===== config.mk =====
export PLATFORM = sky130hd
export DESIGN_NAME = flagenum_top
export DESIGN_NICKNAME = d
export VERILOG_FILES = /design/src/rtl/flagenum_pkg.sv /design/src/rtl/flagenum_datapath.sv /design/src/rtl/flagenum_control.sv /design/src/rtl/flagenum_top.sv
export SDC_FILE = /design/constraint.sdc
export NUM_CORES = 1
export LEC_CHECK = 0
export ABC_CLOCK_PERIOD_IN_PS = 2900
export BUFFER_PORTS_ARGS = -buffer_cell sky130_fd_sc_hd__clkbuf_2
export CORE_ASPECT_RATIO = 1.5
export CORE_MARGIN = 3
export CORE_UTILIZATION = 45
export DETAILED_ROUTE_END_ITERATION = 8
export PLACE_DENSITY = 0.84
export RECOVER_POWER = 50
export SYNTH_ARGS = -nofsm -noshare
export SYNTH_HDL_FRONTEND = slang
export SYNTH_SLANG_ARGS = --single-unit

===== constraint.sdc =====
create_clock -name clk -period 2.9 [get_ports clk]
set_clock_uncertainty 0.15 [all_clocks]
set_input_delay 0.145 -clock clk [delete_from_list [all_inputs] [get_ports clk]]
set_output_delay 0.145 -clock clk [all_outputs]
set_load 0.05 [all_outputs]

===== src/rtl/flagenum_pkg.sv =====
package flagenum_pkg;
  localparam int FLAG_COUNT = 27;

  localparam int B_DIR_LARGE   = 12;
  localparam int B_DIR_RSV13   = 15;
  localparam int B_KEY_ADIS    = 16;
  localparam int B_KEY_WDIS    = 17;
  localparam int B_KEY_TAG     = 18;
  localparam int B_ACC_USER    = 19;
  localparam int B_ACC_WRITE   = 20;
  localparam int B_ACC_FETCH   = 21;
  localparam int B_CTL_SUPEXEC = 25;
  localparam int B_CTL_KEYEN   = 26;

  typedef struct packed {
    logic step;
  } ctrlStrobe_t;

  typedef enum logic [1:0] {
    ST_READY  = 2'd0,
    ST_SEARCH = 2'd1,
    ST_DONE   = 2'd2
  } enumState_t;

  function automatic logic isKeyBit(input int idx);
    return (idx == B_KEY_ADIS) || (idx == B_KEY_WDIS) ||
           (idx == B_KEY_TAG)  || (idx == B_CTL_KEYEN);
  endfunction

  function automatic logic isLegal(input logic [FLAG_COUNT-1:0] v);
    logic badAccess, badUser, badKey, badLarge;
    badAccess = v[B_ACC_FETCH] & v[B_ACC_WRITE];
    badUser   = v[B_ACC_USER] & v[B_CTL_SUPEXEC];
    badKey    = ~v[B_CTL_KEYEN] & (v[B_KEY_ADIS] | v[B_KEY_WDIS]);
    badLarge  = ~v[B_DIR_LARGE] & v[B_DIR_RSV13];
    return ~(badAccess | badUser | badKey | badLarge);
  endfunction
endpackage


===== src/rtl/flagenum_datapath.sv =====
module flagenum_datapath
  import flagenum_pkg::*;
#(
  parameter int NUM_FLAGS = FLAG_COUNT
) (
  input  logic                 clk,
  input  logic                 rst,
  input  ctrlStrobe_t          strobe,
  input  logic [NUM_FLAGS-1:0] maskIn,
  input  logic                 keyFeatOk,
  input  logic                 supExecFeatOk,
  output logic [NUM_FLAGS-1:0] curFlags,
  output logic                 nxtWrap,
  output logic                 nxtLegal
);
  localparam int SUM_W = NUM_FLAGS + 1;

  logic [NUM_FLAGS-1:0] forcedMask;
  logic [NUM_FLAGS-1:0] effMask;
  logic [SUM_W-1:0]     sum;
  logic [NUM_FLAGS-1:0] nxtFlags;

  for (genvar i = 0; i < NUM_FLAGS; i++) begin : g_force
    localparam logic KEY_BIT = isKeyBit(i);
    localparam logic SEP_BIT = (i == B_CTL_SUPEXEC);
    assign forcedMask[i] = (KEY_BIT & ~keyFeatOk) | (SEP_BIT & ~supExecFeatOk);
  end

  assign effMask  = maskIn | forcedMask;
  assign sum      = {1'b0, curFlags | effMask} + SUM_W'(1);
  assign nxtFlags = sum[NUM_FLAGS-1:0] & ~effMask;
  assign nxtWrap  = sum[NUM_FLAGS];
  assign nxtLegal = isLegal(nxtFlags[FLAG_COUNT-1:0]);

  always_ff @(posedge clk) begin
    if (rst) begin
      curFlags <= '0;
    end else if (strobe.step) begin
      curFlags <= nxtFlags;
    end
  end
endmodule


===== src/rtl/flagenum_control.sv =====
module flagenum_control
  import flagenum_pkg::*;
(
  input  logic        clk,
  input  logic        rst,
  input  logic        advance,
  input  logic        nxtWrap,
  input  logic        nxtLegal,
  output ctrlStrobe_t strobe,
  output logic        valid,
  output logic        done
);
  enumState_t state, nextState;

  always_comb begin
    strobe    = '0;
    nextState = state;
    unique case (state)
      ST_READY, ST_SEARCH: begin
        if (state == ST_SEARCH || advance) begin
          if (nxtWrap) begin
            nextState = ST_DONE;
          end else begin
            strobe.step = 1'b1;
            nextState   = nxtLegal ? ST_READY : ST_SEARCH;
          end
        end
      end
      default: nextState = ST_DONE;
    endcase
  end

  always_ff @(posedge clk) begin
    if (rst) state <= ST_READY;
    else     state <= nextState;
  end

  assign valid = (state == ST_READY);
  assign done  = (state == ST_DONE);
endmodule


===== src/rtl/flagenum_top.sv =====
module flagenum_top
  import flagenum_pkg::*;
#(
  parameter int NUM_FLAGS = FLAG_COUNT
) (
  input  logic                 clk,
  input  logic                 rst,
  input  logic [NUM_FLAGS-1:0] maskIn,
  input  logic                 keyFeatOk,
  input  logic                 supExecFeatOk,
  input  logic                 advance,
  output logic [NUM_FLAGS-1:0] flags,
  output logic                 valid,
  output logic                 done
);
  ctrlStrobe_t strobe;
  logic        nxtWrap;
  logic        nxtLegal;

  flagenum_datapath #(.NUM_FLAGS(NUM_FLAGS)) u_dp (
    .clk(clk), .rst(rst), .strobe(strobe), .maskIn(maskIn),
    .keyFeatOk(keyFeatOk), .supExecFeatOk(supExecFeatOk),
    .curFlags(flags), .nxtWrap(nxtWrap), .nxtLegal(nxtLegal)
  );

  flagenum_control u_ctl (
    .clk(clk), .rst(rst), .advance(advance), .nxtWrap(nxtWrap),
    .nxtLegal(nxtLegal), .strobe(strobe), .valid(valid), .done(done)
  );
endmodule


# After elaboration in Yosys (flattened, before gate mapping)
# Cells that the tools add are included.
[word_totals]
reg_bits = 29
latchBits = 0
ramBits = 0
mem_bits_ro = 0
out_inout_bits = 29
n_memories = 0
[op_classes]
n_addsub = 1
n_mul = 0
n_div = 0
magnitude_cmp = 0
n_eq_ne = 3
n_shift = 0
muxes = 7
bitwise = 17
reduce_logical = 4
[op_table]
columns = ["op", "n"]
rows = [
  ["$or 27x27->27", 2],
  ["$add 27x1->28 const B", 1],
  ["$and 27x27->27", 1],
  ["$not 27->27", 1],
  ["$mux 2", 3],
  ["$not 1->1", 5],
  ["$and 1x1->1", 4],
  ["$mux 1", 4],
  ["$or 1x1->1", 4],
  ["$reduce_or 2->1", 2],
  ["$eq 2x1->1 const B", 1],
  ["$eq 2x2->1 const B", 1],
  ["$logic_not 2->1", 1],
  ["$ne 2x1->1 const B", 1],
  ["$logic_or 1x1->1", 1],
]

# Longest topological paths before layout
[logic_depth]
depth_word = 13
ltp_mapped = 10

# Cells and area by module
# Synthesis repeated with hierarchy kept, for this count alone.
[hier_totals]
cells_unflattened = 247
hier_area_um2 = 1861.8
[modules_own_cells]
columns = ["module", "n_inst", "cells_each", "area_per_inst_um2"]
rows = [
  ["flagenum_datapath", 1, 236, 1773.0],
  ["flagenum_control", 1, 11, 88.8],
]

# Worst setup path after synthesis
# OpenSTA, ideal clock, no wires.
[synth_timing]
path_kind = "register to register"
startpoint = "reg u_dp.curFlags[10]"
endpoint = "reg u_ctl.state[0]"
setup_time_ns = 0.080
t_arrival_ns = 2.447
setup_slack_ns = 0.223
stages_incl_launch_ff = 9
synth_period_minus_slack_ns = 2.677
path_cell_list = "dfxtp_1 > o22ai_1 > nor4_4 > nand4_2 > buf_6 > or3_1 > a211oi_1 > a211oi_1 > a211oi_2"
[synth_via]
elab_chain_cells = 9
elab_cells_between_ends = 15
classes_between = "add/sub: 1; mux: 2; bitwise: 12"
[synth_lines]
columns = ["item", "line_no", "rtl"]
rows = [
  ["start: declaration", "flagenum_datapath.sv:12", "output logic [NUM_FLAGS-1:0] curFlags,"],
  ["start signal: assignment", "flagenum_datapath.sv:39", "curFlags <= nxtFlags;"],
  ["$or 27x27->27 *", "flagenum_datapath.sv:30", "assign sum = {1'b0, curFlags | effMask} + SUM_W'(1);"],
  ["$add 27x1->28 *", "flagenum_datapath.sv:30", ""],
  ["$and 27x27->27", "flagenum_datapath.sv:31", "assign nxtFlags = sum[NUM_FLAGS-1:0] & ~effMask;"],
  ["$and 1x1->1 (tied with other cells)", "flagenum_pkg.sv:32", "badAccess = v[B_ACC_FETCH] & v[B_ACC_WRITE];"],
  ["$or 1x1->1 or $and 1x1->1 (tied branches)", "flagenum_pkg.sv:36, flagenum_pkg.sv:34", ""],
  ["$or 1x1->1 (2 in series)", "flagenum_pkg.sv:36", "return ~(badAccess | badUser | badKey | badLarge);"],
  ["$mux 1", "flagenum_control.sv:25", "nextState = nxtLegal ? ST_READY : ST_SEARCH;"],
  ["$mux 2 *", "flagenum_control.sv:21", "if (nxtWrap) begin"],
  ["end signal: assignment", "flagenum_control.sv:35", "else state <= nextState;"],
  ["end: declaration", "flagenum_control.sv:13", "enumState_t state, nextState;"],
]
# Mark *: on every way between the ends. The rest lies on a longest branch, timed or not.
# A chain may end at the register's enable or synchronous reset.

# Final worst setup path
[layout_timing]
startpoint = "reg u_dp.curFlags[19]"
endpoint = "reg u_dp.curFlags[3]"
[layout_via]
elab_chain_cells = 5
[layout_lines]
columns = ["item", "line_no", "rtl"]
rows = [
  ["$or 27x27->27", "flagenum_datapath.sv:30", ""],
  ["$add 27x1->28", "flagenum_datapath.sv:30", ""],
  ["$mux 1", "flagenum_control.sv:21", ""],
  ["$mux 1", "flagenum_control.sv:20", "if (state == ST_SEARCH || advance) begin"],
  ["$mux 1", "flagenum_control.sv:18", "unique case (state)"],
]
# No other way between the ends.

==> impl_metrics.env <==
export IMPL_status="finished clean"
export IMPL_cts_root_buf="clkbuf_8"
export IMPL_fp_dieW_um=56.9
export IMPL_ctsHoldBuffers=1
export IMPL_worstPathMaxFanout=25
export IMPL_reg2reg_from="u_dp.curFlags[19]"
export IMPL_grt_max_degree=30
export IMPL_grtUsageMet2=0.356
export IMPL_cts_resized=0
export IMPL_area_growth_syn_to_layout_pct=24.4
export IMPL_syn_instance_count=231
export IMPL_cts_buffers=5
export IMPL_setup_violations=0
export IMPL_synth_cell_type_count=39
export IMPL_coreArea_mm2=0.00372
export IMPL_synth_ff_type="dfxtp_1"
export IMPL_grt_busiest_layer="met2"
export IMPL_synth_top_cell_area_share=0.332
export IMPL_grt_antenna_before_repair=0
export IMPL_mappedNetlistArea_mm2=0.00175
export IMPL_dpl_hpwl_um=3480
export IMPL_dieArea_mm2=0.00469
export IMPL_rsz0062_at_grt="no"
export IMPL_multi_input_area_mm2=0.00112
export IMPL_fin_util=0.586
export IMPL_routed_via_density=5.93
export IMPL_r2r_end="u_dp.curFlags[3]"
export IMPL_r2r_setup_slack_ns=0.26
export IMPL_p_total_mw=0.893
export IMPL_synth_most_common_cell="nor2_1"
export IMPL_min_period_over_period=0.909
export IMPL_start_kind="flop"
export IMPL_crit_arrival_ns=2.63
export IMPL_yosys_warnings=0
export IMPL_synth_edf_count=0
export IMPL_r2r_cells=6
export IMPL_p_leak_nw=0.795
export IMPL_grt_pass1_wl_um=7360
export IMPL_die_h_um=82.4
export IMPL_worstHoldPathCells=3
export IMPL_cts_htree_levels=2
export IMPL_criticalPathCategory="flop to flop"
export IMPL_required_ns=2.89
export IMPL_setup_ws_ns=0.263
export IMPL_insertion_delay_ns=0.28
export IMPL_pin_count=61
export IMPL_design_area_mm2=0.00218
export IMPL_yosys_top_cells_count="56 x nor2_1, 29 x dfxtp_1, 19 x o21ai_0"
export IMPL_grt_usage=0.196
export IMPL_grt_met1_usage=0.210
export IMPL_first_pass_iters=4
export IMPL_end_kind="flop"
export IMPL_hold_violations=0
export IMPL_cts_tree="yes"
export IMPL_io_buffers=60
export IMPL_synth_avg_cell_area_um2=7.58
export IMPL_finalNetCount=328
export IMPL_postSynth_asyncResetShare=0
export IMPL_slew_viol_final=0
export IMPL_clkSlewWorstSetupHoldPaths_ns=0.06
export IMPL_synth_fp_nets=264
export IMPL_post_route_min_period_ns=2.64
export IMPL_use_met3=0.0451
export IMPL_place_congestion=0.870
export IMPL_synth_seq_cells=29
export IMPL_hold_class="input pin to flop"
export IMPL_wirelength_um=4670
export IMPL_antenna_cells=0
export IMPL_pwr_density_cell_mw_per_mm2=410
export IMPL_grt_pass1_vias=1738
export IMPL_synth_area_top_cells="dfxtp_1 33%, nor2_1 12%, a32oi_1 7.5%"
export IMPL_timing_slew_headroom=0.591
export IMPL_remaining_drc_errors=0
export IMPL_drive_above_1_share=0.179
export IMPL_place_area_mm2=0.00210
export IMPL_post_cts_buffers=0
export IMPL_vias=2009
export IMPL_hold_end="u_dp.curFlags[1]"
export IMPL_fp_row_count=27
export IMPL_cap_viol_max_count=0
export IMPL_ant_nets=0
export IMPL_cts_sinks=29
export IMPL_dp_worst_setup_slack_ns=0.311
export IMPL_clock_path_buffers=2
export IMPL_synth_area_leader_cell="dfxtp_1"
export IMPL_overflow=0
export IMPL_ir_worst_vdd_mv=0.437
export IMPL_worst_slew_pin_slew_ns=0.613
export IMPL_seqCellArea_um2=581
export IMPL_drt_initial_drc_count=57
export IMPL_ys_seq_area_frac=0.332
export IMPL_fin_setup_tns_ns=0
export IMPL_fillers=386
export IMPL_start_util=0.471
export IMPL_routedWlPerCell_um=13.8
export IMPL_fmax_ghz=0.379
export IMPL_hold_start="maskIn[1]"
==> layout by cell type (no fill, tap or decap), drive strengths merged <==
cell         netlist  final
a211oi             4      4
a21oi             15     15
a32oi             15     15
and2               1      1
and3               1      1
buf                2      6
clkbuf             8     67
clkinv             0      1
dfxtp             29     29
dlygate4sd3        0      1
ha                 1      1
inv                2      2
mux2i              1      1
nand2              6      6
nand2b             4      4
nand3              5      5
nand3b             2      2
nand4              6      6
nor2              56     56
nor2b              7      7
nor3               7      7
nor3b              4      4
nor4               4      4
nor4b              1      1
o2111ai            1      1
o21ai             27     27
o22ai              9      9
o31a               1      1
o31ai              2      2
or2                2      2
or3                1      1
or4b               1      1
xnor2              2      2
xor2               4      4
==> per-stage QoR <==
stage	std cells	hold WS (ns)
after detailed placement	330	0.291
after global placement	330	0.281
after global routing	339	0.0257
after CTS	339	0.00895
final	339	0.0158
after floorplan	231	0.166
==> area by class of cell <==
cell class,count,share of cell area
clock buffer,7,0.0442
multi-input combinational,190,0.512
clock inverter,1,0.00230
sequential,29,0.267
timing repair buffer,67,0.146
inverter,2,0.00345
tap,43,0.0247
==> cells by family (layout without fill, tap and decap cells) <==
kind of cell	count (synthesis)	in the layout	share of synthesized area
mux	1	1	0.00572
simple gates	108	108	0.317
flops	29	29	0.332
xor+xnor	6	6	0.0300
compound gates	74	74	0.277
fa+ha+maj	1	1	0.00715
buf+inv	12	77	0.0307
==> how the worst max path moves through the flow <==
stage,end,slack (ns),cells after the start,startpoint
finish,u_dp.curFlags[3],0.26,6,u_dp.curFlags[19]
global route,u_dp.curFlags[12],0.11,6,u_dp.curFlags[19]
CTS,u_dp.curFlags[3],0.28,6,u_dp.curFlags[19]
detailed placement,u_dp.curFlags[3],0.31,6,u_dp.curFlags[19]
global placement,u_dp.curFlags[22],0.37,6,u_dp.curFlags[19]
floorplan,u_ctl.state[0],0.22,8,u_dp.curFlags[10]
==> metal layers <==
metal / share of wire / vias up
met4: 0.015 / 0
met3: 0.059 / 5
met5: 0 / -
met2: 0.53 / 61
li1: - / 987
met1: 0.40 / 956
==> report_power, final <==
| part | switching, mW | internal (mW) |
|---|---|---|
| clock network | 0.151 | 0.214 |
| registers | 0.00266 | 0.401 |
| logic | 0.0814 | 0.0426 |
| total | 0.235 | 0.658 |
==> worst max-delay path: stages (launching register included) <==
cell     delay, ns
dfxtp_1       0.40
o22ai_1       0.18
or4b_1        0.69
o31a_1        0.51
buf_4         0.29
a32oi_1       0.21
nor2_1        0.06
==> state kept, by name (all words and copies together), names as in the netlist <==
signal and flops:
u_dp.curFlags 27, u_ctl.state 2
Note: power is estimated with default switching activity, not from simulation.
